**config.mk**
```make
export PLATFORM = sky130hd
export DESIGN_NAME = cop_xfer_seq
export DESIGN_NICKNAME = d
export VERILOG_FILES = /design/src/rtl/cop_xfer_pkg.sv /design/src/rtl/cop_xfer_ctrl.sv /design/src/rtl/cop_xfer_steer.sv /design/src/rtl/cop_host_move.sv /design/src/rtl/cop_xfer_seq.sv
export SDC_FILE = /design/constraint.sdc
export NUM_CORES = 1
export LEC_CHECK = 0
export ABC_AREA = 1
export BUFFER_PORTS_ARGS = -buffer_cell sky130_fd_sc_hd__buf_2
export CORE_AREA = 5 5 119 121
export DETAILED_ROUTE_END_ITERATION = 16
export DIE_AREA = 0 0 124 126
export PLACE_DENSITY_LB_ADDON = 0.08
export SETUP_SLACK_MARGIN = 0.02
export SLEW_MARGIN = 20
export SYNTH_ARGS = -nofsm -noshare
export SYNTH_HDL_FRONTEND = slang
export SYNTH_SLANG_ARGS = --single-unit
```
**constraint.sdc**
```tcl
create_clock -name clk -period 3 [get_ports clk]
set_input_delay 0.15 -clock clk [delete_from_list [all_inputs] [get_ports clk]]
set_output_delay 0.15 -clock clk [all_outputs]
set_load 0.1 [all_outputs]
```
**src/rtl/cop_xfer_pkg.sv**
```systemverilog
package cop_xfer_pkg;

    // Half-enable encoding: bit 1 = upper half, bit 0 = lower half
    typedef enum logic [1:0] {
        HALF_NONE = 2'b00,
        HALF_LO   = 2'b01,
        HALF_HI   = 2'b10,
        HALF_BOTH = 2'b11
    } half_e;

    // Transfer mode captured by the start strobe
    typedef struct packed {
        logic wide;
        logic store;
        logic intg;
    } xfer_mode_t;

endpackage

```
**src/rtl/cop_xfer_ctrl.sv**
```systemverilog
module cop_xfer_ctrl
    import cop_xfer_pkg::*;
#(
    parameter int INSTR_W  = 32,
    parameter int IDX_W    = 4,
    parameter int WIDE_BIT = 22,
    parameter int DST_LSB  = 12,
    parameter int BEATS    = 2,
    localparam int CNT_W   = (BEATS > 1) ? $clog2(BEATS) : 1
) (
    input  logic               clk,
    input  logic               rst_n,
    input  logic               phase_start,
    input  logic               beat_vld,
    input  logic               is_store,
    input  logic               is_int,
    input  logic [INSTR_W-1:0] instr,
    output logic               beat_acc,
    output logic [CNT_W-1:0]   beat_cnt,
    output logic [IDX_W-1:0]   reg_idx,
    output xfer_mode_t         mode,
    output logic               more,
    output logic               done
);

    typedef struct packed {
        logic [CNT_W-1:0] cnt;
        logic [IDX_W-1:0] idx;
        xfer_mode_t       mode;
    } ctrl_st_t;

    localparam logic [CNT_W-1:0] LAST_BEAT = CNT_W'(BEATS - 1);

    ctrl_st_t st_d, st_q;

    always_comb begin
        st_d     = st_q;
        beat_acc = 1'b0;
        more     = 1'b0;
        done     = 1'b0;
        if (phase_start) begin
            // non-data phase: restart count, capture mode, complete now
            st_d.cnt        = '0;
            st_d.idx        = instr[DST_LSB +: IDX_W];
            st_d.mode.wide  = instr[WIDE_BIT];
            st_d.mode.store = is_store;
            st_d.mode.intg  = is_int;
            done            = 1'b1;
        end else if (beat_vld) begin
            beat_acc = 1'b1;
            if (!st_q.mode.wide || st_q.cnt == LAST_BEAT) begin
                done     = 1'b1;
                st_d.cnt = '0;
            end else begin
                more     = 1'b1;
                st_d.cnt = st_q.cnt + 1'b1;
            end
        end
    end

    always_ff @(posedge clk or negedge rst_n) begin
        if (!rst_n) begin
            st_q <= '0;
        end else begin
            st_q <= st_d;
        end
    end

    assign beat_cnt = st_q.cnt;
    assign reg_idx  = st_q.idx;
    assign mode     = st_q.mode;

endmodule

```
**src/rtl/cop_xfer_steer.sv**
```systemverilog
module cop_xfer_steer
    import cop_xfer_pkg::*;
#(
    parameter int DATA_W = 32,
    parameter int CNT_W  = 1,
    localparam int REG_W = 2 * DATA_W
) (
    input  logic              beat_acc,
    input  logic [CNT_W-1:0]  beat_cnt,
    input  xfer_mode_t        mode,
    input  logic              big_endian,
    input  logic [DATA_W-1:0] ld_data,
    input  logic [REG_W-1:0]  rd_data,
    output half_e             we,
    output logic [REG_W-1:0]  wr_data,
    output logic [DATA_W-1:0] st_data
);

    logic pick_hi;

    always_comb begin
        // which half this beat touches
        if (mode.wide) begin
            pick_hi = (beat_cnt == '0) ? big_endian : !big_endian;
        end else begin
            pick_hi = !mode.intg;
        end

        we      = HALF_NONE;
        wr_data = {ld_data, ld_data};
        st_data = '0;
        if (beat_acc) begin
            if (mode.store) begin
                st_data = pick_hi ? rd_data[REG_W-1:DATA_W] : rd_data[DATA_W-1:0];
            end else if (!mode.wide && mode.intg) begin
                we      = HALF_BOTH;
                wr_data = {{DATA_W{ld_data[DATA_W-1]}}, ld_data};
            end else begin
                we = pick_hi ? HALF_HI : HALF_LO;
            end
        end
    end

endmodule

```
**src/rtl/cop_host_move.sv**
```systemverilog
module cop_host_move
    import cop_xfer_pkg::*;
#(
    parameter int DATA_W = 32,
    localparam int REG_W = 2 * DATA_W
) (
    input  logic              mv_wr,
    input  logic              mv_rd,
    input  logic              mv_upper,
    input  logic              blocked,
    input  logic [DATA_W-1:0] host_wdata,
    input  logic [REG_W-1:0]  rd_data,
    output logic              rd_ok,
    output half_e             we,
    output logic [REG_W-1:0]  wr_data,
    output logic [DATA_W-1:0] host_rdata
);

    always_comb begin
        rd_ok      = mv_rd && !blocked;
        we         = HALF_NONE;
        wr_data    = {host_wdata, host_wdata};
        host_rdata = '0;
        if (mv_wr && !blocked) begin
            we = mv_upper ? HALF_HI : HALF_LO;
        end
        if (rd_ok) begin
            host_rdata = mv_upper ? rd_data[REG_W-1:DATA_W] : rd_data[DATA_W-1:0];
        end
    end

endmodule

```
**src/rtl/cop_xfer_seq.sv**
```systemverilog
module cop_xfer_seq
    import cop_xfer_pkg::*;
#(
    parameter int DATA_W   = 32,
    parameter int INSTR_W  = 32,
    parameter int IDX_W    = 4,
    parameter int WIDE_BIT = 22,
    parameter int DST_LSB  = 12,
    parameter int MOV_LSB  = 16,
    parameter int BEATS    = 2,
    localparam int REG_W   = 2 * DATA_W,
    localparam int CNT_W   = (BEATS > 1) ? $clog2(BEATS) : 1
) (
    input  logic               clk,
    input  logic               rst_n,
    input  logic               phase_start,
    input  logic               beat_vld,
    input  logic               is_store,
    input  logic               is_int,
    input  logic               big_endian,
    input  logic [INSTR_W-1:0] instr,
    input  logic [DATA_W-1:0]  ld_data,
    output logic [DATA_W-1:0]  st_data,
    output logic               beat_more,
    output logic               beat_done,
    input  logic               mv_wr,
    input  logic               mv_rd,
    input  logic               mv_upper,
    input  logic [DATA_W-1:0]  host_wdata,
    output logic [DATA_W-1:0]  host_rdata,
    output logic [1:0]         rf_we,
    output logic [IDX_W-1:0]   rf_wr_idx,
    output logic [REG_W-1:0]   rf_wr_data,
    output logic [IDX_W-1:0]   rf_rd_idx,
    input  logic [REG_W-1:0]   rf_rd_data
);

    logic             beat_acc;
    logic [CNT_W-1:0] beat_cnt;
    logic [IDX_W-1:0] xfer_idx;
    xfer_mode_t       mode;
    half_e            xfer_we, mv_we;
    logic [REG_W-1:0] xfer_wdata, mv_wdata;
    logic             mv_rd_ok;
    logic [IDX_W-1:0] mv_idx;

    assign mv_idx = instr[MOV_LSB +: IDX_W];

    cop_xfer_ctrl #(
        .INSTR_W (INSTR_W),
        .IDX_W   (IDX_W),
        .WIDE_BIT(WIDE_BIT),
        .DST_LSB (DST_LSB),
        .BEATS   (BEATS)
    ) u_ctrl (
        .clk        (clk),
        .rst_n      (rst_n),
        .phase_start(phase_start),
        .beat_vld   (beat_vld),
        .is_store   (is_store),
        .is_int     (is_int),
        .instr      (instr),
        .beat_acc   (beat_acc),
        .beat_cnt   (beat_cnt),
        .reg_idx    (xfer_idx),
        .mode       (mode),
        .more       (beat_more),
        .done       (beat_done)
    );

    cop_xfer_steer #(
        .DATA_W(DATA_W),
        .CNT_W (CNT_W)
    ) u_steer (
        .beat_acc  (beat_acc),
        .beat_cnt  (beat_cnt),
        .mode      (mode),
        .big_endian(big_endian),
        .ld_data   (ld_data),
        .rd_data   (rf_rd_data),
        .we        (xfer_we),
        .wr_data   (xfer_wdata),
        .st_data   (st_data)
    );

    cop_host_move #(
        .DATA_W(DATA_W)
    ) u_move (
        .mv_wr     (mv_wr),
        .mv_rd     (mv_rd),
        .mv_upper  (mv_upper),
        .blocked   (phase_start || beat_vld),
        .host_wdata(host_wdata),
        .rd_data   (rf_rd_data),
        .rd_ok     (mv_rd_ok),
        .we        (mv_we),
        .wr_data   (mv_wdata),
        .host_rdata(host_rdata)
    );

    // transfer beats own the ports; host moves only run in idle cycles
    always_comb begin
        if (beat_acc) begin
            rf_we      = xfer_we;
            rf_wr_idx  = xfer_idx;
            rf_wr_data = xfer_wdata;
        end else begin
            rf_we      = mv_we;
            rf_wr_idx  = mv_idx;
            rf_wr_data = mv_wdata;
        end
        rf_rd_idx = mv_rd_ok ? mv_idx : xfer_idx;
    end

endmodule

```
# Word-level counts from Yosys, hierarchy flattened
# Cells that the tools add are included.
[classes]
n_addsub = 1
n_mul = 0
n_div = 0
order_cmp = 0
n_eq_ne = 0
n_shift = 0
n_mux = 29
bitwise = 0
n_reduce_logical = 10
[op_table]
columns = ["operator", "n"]
rows = [
  ["two-way mux 32 bit", 5],
  ["two-way mux 63 bit", 2],
  ["two-way mux 64 bit", 1],
  ["two-way mux 1 bit", 13],
  ["two-way mux 2 bit", 6],
  ["two-way mux 4 bit", 2],
  ["logical NOT 1 bit", 4],
  ["logical AND 1 bit", 3],
  ["logical OR 1 bit", 2],
  ["nonzero test 2 bit", 1],
  ["adder 1 bit (second input constant)", 1],
]
[word_totals]
ff_bits = 8
latchBits = 0
ram_bits = 0
romBits = 0
input_bits = 170
output_inout_bits = 140
n_memories = 0

# Depth between registers and ports, before layout
# Gate-level depths: netlist of run 1.
[logic_depth]
depth_word = 7
ltp_mapped = 8

# Cells and area by module
# A second synthesis of run 1 with hierarchy kept.
[hier_totals]
hier_cells = 756
hier_area_um2 = 3965.1
[by_module_without_submodules]
columns = ["module", "n_inst", "cells_per_inst", "area_each_um2", "seq_area_each_um2"]
rows = [
  ["cop_xfer_steer", 1, 297, 1436.4, 0.0],
  ["cop_host_move", 1, 177, 1188.6, 0.0],
  ["cop_xfer_seq", 1, 240, 994.7, 0.0],
  ["cop_xfer_ctrl", 1, 42, 345.3, 200.2],
]

# Worst setup path before layout of run 1
# Ideal clock, no wire load.
[synth_path]
path_type = "input to output"
from = "input mv_upper"
to = "output host_rdata[10]"
arrival_time_ns = 2.851
t_required_ns = 2.850
slack_ns = -0.001
stages = 4
n_path_buf = 1
path_cell_list = "inv_2 clkbuf_1 nor2_1 a211oi_1"
[synth_between]
elab_chain_cells = 2
[synth_lines]
columns = ["item", "line", "rtl"]
rows = [
  ["from (decl)", "cop_xfer_seq.sv:28", "input logic mv_upper,"],
  ["two-way mux 32 bit", "cop_host_move.sv:28", "host_rdata = mv_upper ? rd_data[REG_W-1:DATA_W] : rd_data[DATA_W-1:0];"],
  ["two-way mux 32 bit", "cop_host_move.sv:27", "if (rd_ok) begin"],
  ["to (decl)", "cop_xfer_seq.sv:30", "output logic [DATA_W-1:0] host_rdata,"],
]
# Every way passes these cells.

# Worst setup path after layout of run 1
[layout_path]
from = "register u_ctrl.st_q, in the netlist u_ctrl.beat_cnt"
to = "output st_data[21]"
[layout_between]
elab_chain_cells = 5
[layout_lines]
columns = ["item", "line", "rtl"]
rows = [
  ["from (decl)", "cop_xfer_ctrl.sv:34", "ctrl_st_t st_d, st_q;"],
  ["from (signal assigned)", "cop_xfer_ctrl.sv:65", "st_q <= st_d;"],
  ["two-way mux 1 bit", "cop_xfer_steer.sv:24", "pick_hi = (beat_cnt == '0) ? big_endian : !big_endian;"],
  ["two-way mux 1 bit", "cop_xfer_steer.sv:23", "if (mode.wide) begin"],
  ["two-way mux 32 bit", "cop_xfer_steer.sv:34", "st_data = pick_hi ? rd_data[REG_W-1:DATA_W] : rd_data[DATA_W-1:0];"],
  ["two-way mux 32 bit", "cop_xfer_steer.sv:33", "if (mode.store) begin"],
  ["two-way mux 32 bit", "cop_xfer_steer.sv:32", "if (beat_acc) begin"],
  ["to (decl)", "cop_xfer_seq.sv:23", "output logic [DATA_W-1:0] st_data,"],
]
# Every way passes these cells.

==> results.md, run 1 <==
* Outcome: finished, final reports clean
* Worst ir drop on vdd at around 0.38 mV
* Wirelength per Cell at 14.7 um
* Synth Warn # at 0
* Period minus WS final at 2.32 ns
* Routed Antenna Nets at 0
* Final Max Tran Viols at 0
* Final worst slack at 0.682 ns
* Synth cell count leaders: 181 x nand2_1, 101 x nor2_1, 38 x inv_1
* Seq/Total Area, Yosys at around 8.7%
* Root Buffer: clkbuf_16
* Number of synthesized register bits at 8
* CTS clock-pin slew for the worst setup and hold paths at around 0.040 ns
* Pre-CTS worst setup slack at 0.701 ns
* Die ar. at 0.0156 sq mm
* Syn Area/Cell at 5.02 sq um
* Starting Density at 17.7%
* Pwr/cell area at around 430 mW/mm^2
* Setup Buffers After CTS at 0
* Final period utilization at 77.3%
* Final Hold Viols at 0
* Most used cell, CP: nor2_1
* Syn nets at 628
* Bufs and invs on worst path at 1
* CTS Buf Count at 3
* Setup_tns at 0 ns
* CTS Sinks at 8
* Power Total at 0.00191 W
* Drt first pass iters at 4
* Share of the synthesized area in the top cell type at 29.6%
* Core area at 0.0130 sq mm
* Synth area leader: nand2_1
* Detailed Place HPWL at approximately 11 mm
* Worst hold path type: in2reg
* Slowest stage delay, CP at roughly 0.53 ns
* Vias in the first global route at 3591
* Worst-margin pin slew at between 0.7 and 0.8 ns
* # rows at 42
* Clock Latency Late Sink at 0.23 ns
* CTS tree: done
* Buffer depth of the longest clock path at 2
* Max Cap Violations at 0
* DRC Markers at 0
* Most frequent cell after synthesis: nand2_1
* # fillers at 1463
* Number of port buffers at 286
* Total global-route track usage at ~15%
* CP Data Arrival Time at roughly 2.2 ns
* Final setup viols at 0
* Synthesis-to-layout area growth at 93.4%
* First-pass GRT wire length at 19.5 mm
* Cts hold-fix bufs at 1
* Die X-Extent at ~120 um
* Worst-path cell chain: nand2_1 > nand3_2 > nand2_4 > nor2_1 > nor2_1 > buf_2
* Top FF cell, synth: dfrtp_1
* Critical Path RT at between 2 and 3 ns
* Slowest cell on crit path: nand2_4
* Achievable Freq at between 400 and 500 MHz
* Global route overflow at 0
* Clock Skew at 0.0000754 ns
* Layout cell share with drive strength beyond 1 at 46.0%
* Post-CTS sizing at 0
* Slew HR at between 50% and 60%
* Post-Route WL at roughly 13 mm
* Pleak at 2.59 nW
* Layout net count at 893
* Routability congestion estimate at just under 0.8
* Critical Path Fanout Max at 63
* CP Class: reg2out
* Ant diodes at 0
* Iteration-0 DRC Markers at 157
* DR vias/cell at ~4.3
* RSZ-0062 raised after global routing: no
* H-tree levels at 1
* CP Launch Type: flip-flop
* I/O Pins at 310
* CP top delay family: simple AND/OR/NAND/NOR gates
* Die H at between 100 and 150 um
* Yosys cell types at 24
* Initial antenna violation count at 1
* Cell Area, Synth at 0.00230 sq mm
* Routed via count at between 3000 and 4000
* Synth area leaders: nand2_1 30%, nor2_1 17%, o211ai_1 10%
* FFs w/ async S/R, synth at between 90% and 100%
* Pin count of the biggest net entering global routing at 64
* Mapped Cells at 458
* Nature of the critical path endpoint: output pin
* Post-synth EDFFs at 0
[worst register-to-register path, delay by kind of cell, from the launching register on]
family	cells	cell delay, ns
AO/OA/AOI/OAI	1	0.05
flip-flops	1	0.39
AND/OR/NAND/NOR	3	0.28
[cell families after synthesis]
family / after synthesis / synth area share [%]
AND/OR/NAND/NOR: 294 / 49.8
AO/OA/AOI/OAI: 79 / 25.7
buffers and inverters: 77 / 15.8
flip-flops: 8 / 8.71
[sequential cells by signal (all words and copies together), names as in the netlist]
register and flops:
u_ctrl.reg_idx 4, u_ctrl.mode 3, u_ctrl.beat_cnt 1
[metrics by stage]
| stage | util (%) | hold slack [ns] | std cells | instance area, sq um |
|---|---|---|---|---|
| 2_1_floorplan | - | -0.146 | 458 | 2380 |
| 3_3_place_gp | 33.6 | 0.00314 | 893 | 4360 |
| 3_5_place_dp | 33.6 | 0.00771 | 893 | 4360 |
| 4_1_cts | 34.2 | 0.126 | 897 | 4440 |
| 5_1_grt | 34.2 | 0.154 | 897 | 4440 |
| 6_report | 34.2 | 0.126 | 897 | 4440 |
[power by group]
group | leakage [nW] | switching, W | total, W | internal (W)
registers | 0.0981 | 0.00000610 | 0.000124 | 0.000118
clock network | 0.0370 | 0.0000479 | 0.000219 | 0.000171
logic | 2.46 | 0.00121 | 0.00157 | 0.000355
total | 2.59 | 0.00127 | 0.00191 | 0.000644
[layer usage]
| layer | vias to the layer above | GRT usage [%] | wire length [um] |
|---|---|---|---|
| met5 | - | 0 | 13 |
| met4 | 2 | 0.644 | 38 |
| met3 | 8 | 4.48 | 1280 |
| met2 | 154 | 29.4 | 6940 |
| met1 | 1687 | 17.4 | 4920 |
| li1 | 1981 | - | - |
[area by class of cell]
cell class / instances / area, sq um / area share (%)
flip-flops and latches: 8 / 200 / 4.51
multi-input cells: 373 / 1810 / 40.8
inverters: 43 / 161 / 3.63
well taps: 176 / 220 / 4.96
repair buffers: 294 / 1970 / 44.4
clock buffers: 3 / 75.1 / 1.69
[worst paths after layout]
kind                                        startpoint                            end  slack, ns  cells after the start
setup reg to reg            u_ctrl.mode[2]$_DFFE_PN0P_    u_ctrl.beat_cnt$_DFFE_PN0P_       2.15                      4
setup / recovery           u_ctrl.beat_cnt$_DFFE_PN0P_                    st_data[21]       0.68                      6
max in group asynchronous                        rst_n  u_ctrl.reg_idx[3]$_DFFE_PN0P_       2.53                      2
hold reg to reg             u_ctrl.mode[0]$_DFFE_PN0P_     u_ctrl.mode[0]$_DFFE_PN0P_       0.52                      2
min in group asynchronous                        rst_n    u_ctrl.beat_cnt$_DFFE_PN0P_       0.29                      2
hold / removal                                is_store     u_ctrl.mode[1]$_DFFE_PN0P_       0.13                      3
[layout by cell type, fill, tap and decap left out, types with 3 or more instances in the layout]
cell       synthesis  final
o211ai_1          31     31
dfrtp_1            8      8
buf_2             17    255
a211oi_1          23      7
nor2_1           101    101
o21ai_0            6      6
clkbuf_16          0      3
nand2_1          181    181
nand3_1            3      3
inv_1             38     38
a21oi_1            7      7
buf_12             0     32
o21ai_1            4      4
inv_2              5      5
a211oi_2           8     24
buf_4              8      6
Power figures use the tool's default switching activity.
==> run 2: changes to the inputs <==
--- a/config.mk
+++ b/config.mk
@@ -7,9 +7,9 @@
 export LEC_CHECK = 0
 export ABC_AREA = 1
 export BUFFER_PORTS_ARGS = -buffer_cell sky130_fd_sc_hd__buf_2
-export CORE_AREA = 5 5 119 121
+export CORE_AREA = 5 5 116 118
 export DETAILED_ROUTE_END_ITERATION = 16
-export DIE_AREA = 0 0 124 126
+export DIE_AREA = 0 0 121 123
 export PLACE_DENSITY_LB_ADDON = 0.08
 export SETUP_SLACK_MARGIN = 0.02
 export SLEW_MARGIN = 20
==> constraint.sdc (replaced) <==
create_clock -name clk -period 1.9 [get_ports clk]
set_input_delay 0.095 -clock clk [delete_from_list [all_inputs] [get_ports clk]]
set_output_delay 0.095 -clock clk [all_outputs]
set_load 0.1 [all_outputs]
==> results.md, run 2 (same netlist as run 1, synthesis figures left out) <==
* Pre-CTS worst setup slack at 0.241 ns (-0.461 ns)
* CTS tree: done
* Pin count of the biggest net entering global routing at 41 (-36%)
* Comb pwr share at 84.0% (+2.0 points)
* CTS Buf Count at 3 (unchanged)
* Iteration-0 DRC Markers at 166 (+5.7%)
* Final core occ at 48.9% (+15 points)
* Die ar. at 0.0149 sq mm (-4.7%)
* Worst ir drop on vdd at 0.551 mV (+45%)
* Met1 Use GR at 20.1% (+2.7 points)
* DRC Markers at 0 (unchanged)
* Clock share of power at 10.2% (-1.3 points)
* Met3 usage at 3.98% (-0.50 points)
* Wirelength per Cell at 15.1 um (+2.9%)
* Setup_tns at 0 ns (unchanged)
* Final worst slack at 0.128 ns (-0.555 ns)
* # rows at 41 (-2.4%)
* CP Data Arrival Time at 1.68 ns (-0.49 ns)
* Final period utilization at approximately 93%
* Vias in the first global route at 3965 (+10%)
* Post-route cell area at 0.00604 sq mm (+36%)
* Layout net count at 902 (+1.0%)
* Worst reg-to-reg setup slack at 0.98 ns (-1.17 ns)
* Commonest non-fill, non-tap cells in the layout: 181 x nand2_1, 181 x buf_2, 111 x buf_12
* Layout cell share with drive strength beyond 1 at 52.9% (+6.8 points)
* Internal Power at 0.00130 W (+100%)
* Global route overflow at 0 (unchanged)
* H-tree levels at 1 (unchanged)
* Slew HR at 61.5% (+8.6 points)
* Final setup viols at 0 (unchanged)
* Busiest grt layer: met2
* Final Max Tran Viols at 0 (unchanged)
* CP Class: reg2out
* Post-Route WL at 13.7 mm (+3.6%)
* Root Buffer: clkbuf_16
* DR vias/cell at 4.45 (+4.1%)
* Detailed Place HPWL at 11.5 mm (+5.3%)
* Worst-path cell chain: inv_1 > nand2_4 > nor2_4 > nand3_4 > buf_12 > o211ai_1 > clkbuf_16
* Max reg flops at 4 (unchanged)
* Period minus WS final at between 1.5 and 2 ns
* Drt first pass iters at 4 (unchanged)
* CTS clock-pin slew for the worst setup and hold paths at 0.04 ns (about the same)
* Critical Path Fanout Max at 16 (-75%)
* First-pass GRT wire length at 20.9 mm (+7.2%)
* Outcome: finished, final reports clean
* Clock Skew at 0.0000523 ns (-0.0000231 ns)
* Worst hold path type: in2reg
* Switching power at 0.00212 W (+67%)
* CTS Sinks at 8 (unchanged)
* RSZ-0062 raised after global routing: no
* # fillers at 1244 (-15%)
* Slowest cell on crit path: dfrtp_1
* Total global-route track usage at 17.1% (+1.8 points)
* Achievable Freq at 564 MHz
* Nature of the critical path endpoint: output pin
* Routed via count at 4014 (+4.7%)
* Sequential share of power at 5.8% (-0.7 points)
* Worst-margin pin slew at 0.577 ns (-0.129 ns)
* Starting Density at 18.6% (+0.88 points)
* Synthesis-to-layout area growth at 163%
* Die X-Extent at 121 um (-2.4%)
* Final Hold Viols at 0 (unchanged)
* Pwr/cell area at 565 mW/mm^2 (+31%)
* Switching part of the total at 62.1% (-4.2 points)
* Slowest stage delay, CP at 0.41 ns (-0.12 ns)
* Die H at 123 um (-2.4%)
* CP Launch Type: flip-flop
* Max Cap Violations at 0 (unchanged)
* Met2 Use GR at 32.2% (+2.8 points)
* Pleak at 2.93 nW (+13%)
* Critical Path RT at 1.80 ns (-1.05 ns)
* Routability congestion estimate at 0.780 (-1.4%)
* Clock Latency Late Sink at 0.23 ns (about the same)
* Placed cell area at 0.00587 sq mm (+35%)
* I/O Pins at 310 (unchanged)
* Initial antenna violation count at 0 (-1)
* Core area at 0.0124 sq mm (-4.8%)
* Buffer depth of the longest clock path at 2 (unchanged)
* Number of port buffers at 286 (unchanged)
* Routed Antenna Nets at 0 (unchanged)
run 2: changes by cell type in the layout (fill, tap and decap cells not counted), moves of 4 or more:
cell	previous run	this run
a211oi_1	7	2
buf_12	32	111
a211oi_2	24	9
o21ai_2	0	6
nor2_2	2	33
o21ai_1	4	0
buf_2	255	181
a211oi_4	0	20
nor2_1	101	69
run 2: path summary, 6_finish.rpt:
path / depth (start not counted) / from / endpoint
max: 7 / u_ctrl.mode[2]$_DFFE_PN0P_ / rf_wr_data[38]
min: 3 / is_int / u_ctrl.mode[0]$_DFFE_PN0P_
max reg2reg: 4 / u_ctrl.mode[2]$_DFFE_PN0P_ / u_ctrl.beat_cnt$_DFFE_PN0P_
min reg2reg: 2 / u_ctrl.reg_idx[3]$_DFFE_PN0P_ / u_ctrl.reg_idx[3]$_DFFE_PN0P_
max in group asynchronous: 2 / rst_n / u_ctrl.reg_idx[0]$_DFFE_PN0P_
min in group asynchronous: 2 / rst_n / u_ctrl.mode[0]$_DFFE_PN0P_
run 2: power groups by stage:
stage / clock network [W] / registers [W] / logic [W]
6_report: 0.000348 / 0.000199 / 0.00287
5_1_grt: 0.000367 / 0.000201 / 0.00299
4_1_cts: 0.000356 / 0.000198 / 0.00287
3_5_place_dp: 0 / 0.000200 / 0.00286
3_3_place_gp: 0 / 0.000199 / 0.00284
2_1_floorplan: 0 / 0.000197 / 0.00193
run 2: layout make-up:
class	count	area, sq um	share of cell area [%]
multi-input cells	373	2140	35.4
flip-flops and latches	8	200	3.31
diodes	1	2.50	0.0414
well taps	172	215	3.56
inverters	43	163	2.69
clock buffers	3	75.1	1.24
repair buffers	303	3250	53.7
run 2: per-stage QoR:
stage                     power (W)  hold WS [ns]  cells
final                       0.00342        0.0759    903
after global routing        0.00356        0.0923    902
after CTS                   0.00343        0.0771    899
after detailed placement    0.00306       -0.0529    895
after global placement      0.00304       -0.0563    895
after floorplan             0.00212        -0.201    458
run 2: layer usage:
layer | vias to the layer above | routed length, um
met1 | 1857 | 5280
met4 | 0 | 123
met5 | - | 0
met2 | 167 | 7190
li1 | 1982 | -
met3 | 8 | 1070
run 2: timing repair:
action | CTS | global route
endpoints found under the hold margin | 8 | 0
hold buffers | 1 | 0
gates resized for setup | 1 | 8
gates cloned | 0 | 1
buffers inserted | 0 | 2
pin swaps | 0 | 2
setup endpoints to repair | 14 | 54
run 2: worst max-delay path, delay by kind of cell (launching register included):
family | cells | cell delay [ns]
buffers and inverters | 3 | 0.54
AOI/OAI and AO/OA | 1 | 0.14
and+or+nand+nor | 3 | 0.34
DFF | 1 | 0.41
